### config.mk
export PLATFORM = sky130hd
export DESIGN_NAME = wf_pin_formatter
export DESIGN_NICKNAME = d
export VERILOG_FILES = /design/src/rtl/wf_fmt_pkg.sv /design/src/rtl/wf_cycle_timer.sv /design/src/rtl/wf_marker.sv /design/src/rtl/wf_shaper.sv /design/src/rtl/wf_pin_formatter.sv
export SDC_FILE = /design/constraint.sdc
export NUM_CORES = 1
export LEC_CHECK = 0
export ABC_AREA = 1
export BUFFER_PORTS_ARGS = -buffer_cell sky130_fd_sc_hd__buf_2
export CORE_MARGIN = 5
export CORE_UTILIZATION = 50
export CTS_CLUSTER_SIZE = 10
export DETAILED_ROUTE_END_ITERATION = 16
export PLACE_DENSITY = 0.74
export SYNTH_ARGS = -nofsm -noshare
export SYNTH_HDL_FRONTEND = slang
export SYNTH_SLANG_ARGS = --single-unit
### constraint.sdc
create_clock -name clk -period 3.14 [get_ports clk]
set_clock_uncertainty 0.05 [all_clocks]
set_input_delay 0.942 -clock clk [delete_from_list [all_inputs] [get_ports clk]]
set_output_delay 0.942 -clock clk [all_outputs]
set_load 0.01 [all_outputs]
### src/rtl/wf_fmt_pkg.sv
package wf_fmt_pkg;
   localparam int FMT_W   = 5;
   localparam int FMT_NRZ = 0;
   localparam int FMT_RZ  = 1;
   localparam int FMT_RO  = 2;
   localparam int FMT_RC  = 3;
   localparam int FMT_RT  = 4;

   typedef struct packed {
      logic hi;
      logic lo;
   } force_t;
endpackage

### src/rtl/wf_cycle_timer.sv
module wf_cycle_timer #(
   parameter int SLOTS = 20,
   parameter int POS_W = 5
) (
   input  logic             clk,
   input  logic             rst_n,
   output logic [POS_W-1:0] slot,
   output logic             wrap
);
   localparam logic [POS_W-1:0] LAST = POS_W'(SLOTS - 1);

   assign wrap = (slot == LAST);

   always_ff @(posedge clk or negedge rst_n) begin
      if (!rst_n)     slot <= '0;
      else if (wrap)  slot <= '0;
      else            slot <= slot + POS_W'(1);
   end
endmodule

### src/rtl/wf_marker.sv
module wf_marker
   import wf_fmt_pkg::*;
#(
   parameter int POS_W = 5
) (
   input  logic [POS_W-1:0] slot,
   input  logic [POS_W-1:0] pos,
   input  force_t           frc,
   output logic             mark
);
   always_comb begin
      if (frc.lo)      mark = 1'b0;
      else if (frc.hi) mark = 1'b1;
      else             mark = (slot >= pos);
   end
endmodule

### src/rtl/wf_shaper.sv
module wf_shaper
   import wf_fmt_pkg::*;
(
   input  logic [FMT_W-1:0] fmt,
   input  logic             data,
   input  logic             prev,
   input  logic             lead_mark,
   input  logic             trail_mark,
   output logic             drive,
   output logic             oe
);
   logic             win;
   logic             legal;
   logic [FMT_W-1:0] term_d;
   logic [FMT_W-1:0] term_oe;

   assign win   = lead_mark & ~trail_mark;
   assign legal = $onehot(fmt);

   for (genvar g = 0; g < FMT_W; g++) begin : g_fmt
      if (g == FMT_NRZ) begin : g_nrz
         assign term_d[g]  = lead_mark ? data : prev;
         assign term_oe[g] = 1'b1;
      end else if (g == FMT_RZ) begin : g_rz
         assign term_d[g]  = data & win;
         assign term_oe[g] = 1'b1;
      end else if (g == FMT_RO) begin : g_ro
         assign term_d[g]  = data | ~win;
         assign term_oe[g] = 1'b1;
      end else if (g == FMT_RC) begin : g_rc
         assign term_d[g]  = win ? data : ~data;
         assign term_oe[g] = 1'b1;
      end else begin : g_rt
         assign term_d[g]  = data;
         assign term_oe[g] = win;
      end
   end

   assign drive = legal & (|(term_d & fmt));
   assign oe    = legal & (|(term_oe & fmt));
endmodule

### src/rtl/wf_pin_formatter.sv
module wf_pin_formatter
   import wf_fmt_pkg::*;
#(
   parameter  int SLOTS = 20,
   localparam int POS_W = (SLOTS > 2) ? $clog2(SLOTS) : 1
) (
   input  logic             clk,
   input  logic             rst_n,
   input  logic             drv_data,
   input  logic [FMT_W-1:0] fmt_sel,
   input  logic [POS_W-1:0] lead_pos,
   input  logic [POS_W-1:0] trail_pos,
   input  logic             lead_force_lo,
   input  logic             lead_force_hi,
   input  logic             trail_force_lo,
   input  logic             trail_force_hi,
   input  logic             pin_obs,
   input  logic             ref_strobe,
   output logic             pin_drive,
   output logic             pin_oe,
   output logic             cycle_mark,
   output logic             edge_early
);
   if (SLOTS < 2 || SLOTS > 256) begin : g_bad_slots
      $error("wf_pin_formatter: SLOTS must lie in 2..256");
   end

   logic [POS_W-1:0] slot_q;
   logic             wrap;
   logic             data_act, prev_act;
   logic [FMT_W-1:0] fmt_act;
   logic [POS_W-1:0] lead_act, trail_act;
   force_t           lfrc_act, tfrc_act;
   logic             lead_mark, trail_mark;

   wf_cycle_timer #(.SLOTS(SLOTS), .POS_W(POS_W)) u_timer (
      .clk   (clk),
      .rst_n (rst_n),
      .slot  (slot_q),
      .wrap  (wrap)
   );

   // settings are shadowed and applied only at the cycle boundary
   always_ff @(posedge clk or negedge rst_n) begin
      if (!rst_n) begin
         data_act  <= 1'b0;
         prev_act  <= 1'b0;
         fmt_act   <= '0;
         lead_act  <= '0;
         trail_act <= '0;
         lfrc_act  <= '0;
         tfrc_act  <= '0;
      end else if (wrap) begin
         prev_act  <= data_act;
         data_act  <= drv_data;
         fmt_act   <= fmt_sel;
         lead_act  <= lead_pos;
         trail_act <= trail_pos;
         lfrc_act  <= '{hi: lead_force_hi,  lo: lead_force_lo};
         tfrc_act  <= '{hi: trail_force_hi, lo: trail_force_lo};
      end
   end

   wf_marker #(.POS_W(POS_W)) u_lead (
      .slot (slot_q),
      .pos  (lead_act),
      .frc  (lfrc_act),
      .mark (lead_mark)
   );

   wf_marker #(.POS_W(POS_W)) u_trail (
      .slot (slot_q),
      .pos  (trail_act),
      .frc  (tfrc_act),
      .mark (trail_mark)
   );

   wf_shaper u_shape (
      .fmt        (fmt_act),
      .data       (data_act),
      .prev       (prev_act),
      .lead_mark  (lead_mark),
      .trail_mark (trail_mark),
      .drive      (pin_drive),
      .oe         (pin_oe)
   );

   assign cycle_mark = (slot_q == '0);

   always_ff @(posedge clk or negedge rst_n) begin
      if (!rst_n)          edge_early <= 1'b0;
      else if (ref_strobe) edge_early <= pin_obs;
   end
endmodule

==> impl_metrics.env <==
export IMPL_critPathRequiredTime_ns=2.15
export IMPL_io_pins=28
export IMPL_outcome="finished with violations"
export IMPL_power_density_mw_per_mm2=321
export IMPL_drcViolationCount=0
export IMPL_p_sw_frac=0.273
export IMPL_utilization=0.660
export IMPL_cts_inserted_buffers=3
export IMPL_cts_sinks=27
export IMPL_syn_area_per_cell_um2=8.72
export IMPL_maxSlewHeadroom=0.613
export IMPL_grt_pass1_wl_um=5320
export IMPL_dieArea_mm2=0.00432
export IMPL_whs_ns=0.466
export IMPL_grtUsageTotal=0.159
export IMPL_final_period_utilization=1.07
export IMPL_synth_seq_area_share=0.435
export IMPL_area_delta_synth_final_pct=28.8
export IMPL_yosys_warnings=0
export IMPL_drv_slew=0
export IMPL_hpwl_um=2130
export IMPL_clock_latency_ns=0.33
export IMPL_critPathTopFamily="adder cells"
export IMPL_fp_dieH_um=65.7
export IMPL_synth_distinct_cells=21
export IMPL_p_switching_w=0.000175
export IMPL_finalNetCount=262
export IMPL_p_seq_frac=0.579
export IMPL_crit_chain="ha_4, nand2_4, nor2_4, nand2_2, nand3_2, nand2_2, a21oi_2, ha_1, a221oi_2, a21oi_2, buf_2"
export IMPL_drv_cap=0
export IMPL_min_period_ns=3.36
export IMPL_vias=1290
export IMPL_irDropWorstVdd_mv=0.167
export IMPL_setup_viol_count_final=2
export IMPL_drive_above_1_share=0.402
export IMPL_worst_path_buf_inv=1
export IMPL_grt_antenna_before_repair=0
export IMPL_arrival_ns=2.36
export IMPL_postCtsHoldBufs=0
export IMPL_final_antenna_net_count=0
export IMPL_power_frac_comb=0.182
export IMPL_tightest_slew_ns=0.580
export IMPL_grt_pass1_vias=1246
export IMPL_vias_per_cell=4.90
export IMPL_cts_tree="built"
export IMPL_crit_type="flop to output pin"
export IMPL_gp_congestion=0.831
export IMPL_coreArea_mm2=0.00303
export IMPL_clock_root_buffer="clkbuf_4"
export IMPL_routed_wl_um=3430
export IMPL_firstDrtPassIters=6
export IMPL_io_buffers=27
export IMPL_diodes=0
export IMPL_p_int_w=0.000467
export IMPL_p_leak_nw=0.997
export IMPL_setup_slack_ns=-0.216
export IMPL_grt_setup_unrepaired="yes"
export IMPL_cp_max_fo=3
export IMPL_clock_power_share=0.239
export IMPL_die_x_um=65.7
export IMPL_hold_path_class="flop to flop"
export IMPL_cpMaxStageDelayCell="dfrtp_2"
export IMPL_cts_max_level=1
export IMPL_endpoint_kind="output pin"
export IMPL_synth_seq_cells=27
export IMPL_synth_fp_nets=220
export IMPL_hold_viol=0
export IMPL_violations="negative setup slack"
export IMPL_p_total_w=0.000642
export IMPL_max_freq_ghz=0.298
export IMPL_synthCells=178
export IMPL_grt_max_degree=36
export IMPL_syn_area_mm2=0.00155
export IMPL_clk_path_buf_depth=2
export IMPL_n_fill_cell=265
export IMPL_startpoint_type="flop"
export IMPL_routed_wire_length_per_instance_um=13.1
export IMPL_critPathMaxStageDelay_ns=0.48
export IMPL_clk_pin_slew_worst_paths_ns=0.15
export IMPL_initial_core_util=0.513
export IMPL_rows=20
export IMPL_grt_ovfl_total=0
export IMPL_drt_initial_drc_count=52
power groups by stage:
stage / Combinational [W] / Sequential (W) / Clock [W]
6_report: 0.000117 / 0.000372 / 0.000154
5_1_grt: 0.000132 / 0.000374 / 0.000169
4_1_cts: 0.0000958 / 0.000370 / 0.000154
3_5_place_dp: 0.0000860 / 0.000377 / 0
3_3_place_gp: 0.0000832 / 0.000377 / 0
2_1_floorplan: 0.0000499 / 0.000376 / 0
what timing repair did:
| item | in CTS | in global routing |
|---|---|---|
| resized for setup | 9 | 25 |
| pin swaps | 9 | 14 |
| gates cloned | 0 | 0 |
| endpoints found under the hold margin | 0 | 0 |
| setup endpoints to repair | 2 | 2 |
| buffers inserted | 7 | 5 |
final cells by class:
type	count	area, um^2	area share
tap	44	55.1	0.0275
clock inverter	1	5.00	0.00250
inverter	30	115	0.0576
multi-input combinational	117	880	0.440
clock buffer	3	22.5	0.0113
timing repair buffer	41	240	0.120
sequential	27	682	0.341
cells in the mapped netlist (all sizes together):
cell,n,area (um^2)
nand2,55,206
inv,30,115
dfrtp,27,676
o21ai,17,115
ha,16,200
nand3,9,55.1
nor2,8,32.5
a21oi,4,20.0
buf,4,41.3
fa,2,40.0
xor2,2,17.5
a221oi,1,8.76
mux2,1,11.3
nand3b,1,7.51
nor4,1,6.26
cells in the final DEF, fill, tap and decap left out, types with 3 or more instances in the layout:
| cell type | instances |
|---|---|
| nand2_1 | 50 |
| buf_2 | 27 |
| inv_1 | 25 |
| dfrtp_1 | 22 |
| buf_4 | 14 |
| ha_4 | 9 |
| o21ai_2 | 8 |
| nand3_1 | 7 |
| o21ai_1 | 6 |
| ha_1 | 6 |
| nor2_1 | 5 |
| dfrtp_2 | 5 |
| inv_2 | 4 |
| nand2_2 | 4 |
| o21ai_0 | 3 |
| clkbuf_4 | 3 |
worst min-delay path, delay by kind of cell (launching register included):
kind	cells	cell delay, ns
compound gates	1	0.06
flops	1	0.37
simple gates	1	0.05
stage by stage:
step | cells | area [um^2] | setup WS (ns) | TNS [ns]
floorplan | 178 | 1550 | 0.277 | 0
global placement | 247 | 1720 | 0.148 | 0
detailed placement | 247 | 1720 | 0.0599 | 0
CTS | 258 | 1840 | -0.137 | -0.246
global route | 263 | 2000 | -0.324 | -0.587
finish | 263 | 2000 | -0.216 | -0.381
state kept, by name, indices dropped and copies added (netlist names):
signal,count
lfrc_act,2
u_timer.slot,5
data_act,1
edge_early,1
fmt_act,5
lead_act,5
trail_act,5
tfrc_act,2
prev_act,1
cells by family (layout without fill, tap and decap cells):
group | Yosys count | count (layout) | share of synthesized area
simple gates | 74 | 74 | 0.198
flops | 27 | 27 | 0.435
buf+inv | 34 | 75 | 0.101
xor+xnor | 2 | 2 | 0.0113
mux | 1 | 1 | 0.00725
compound gates | 22 | 22 | 0.0927
fa+ha+maj | 18 | 18 | 0.155
worst paths after layout:
path	start	end	slack (ns)	depth (start not counted)
setup / recovery	u_timer.slot[4]	pin_drive	-0.22	11
setup reg to reg	u_timer.slot[3]	lead_act[1]	1.29	7
hold reg to reg	prev_act	prev_act	0.47	2
min in group asynchronous	rst_n	tfrc_act[0]	0.53	1
hold / removal	prev_act	prev_act	0.47	2
max in group asynchronous	rst_n	u_timer.slot[1]	2.09	1
per-layer routing:
layer  share of wire  wire length [um]  GRT usage  vias up
met5               0                 0          0        -
met4           0.024                82     0.0648        0
met1            0.43              1480      0.210      597
met3           0.053               181     0.0222        9
li1                -                 -          -      645
met2            0.49              1690      0.260       39
(Power assumes the default switching activity.)
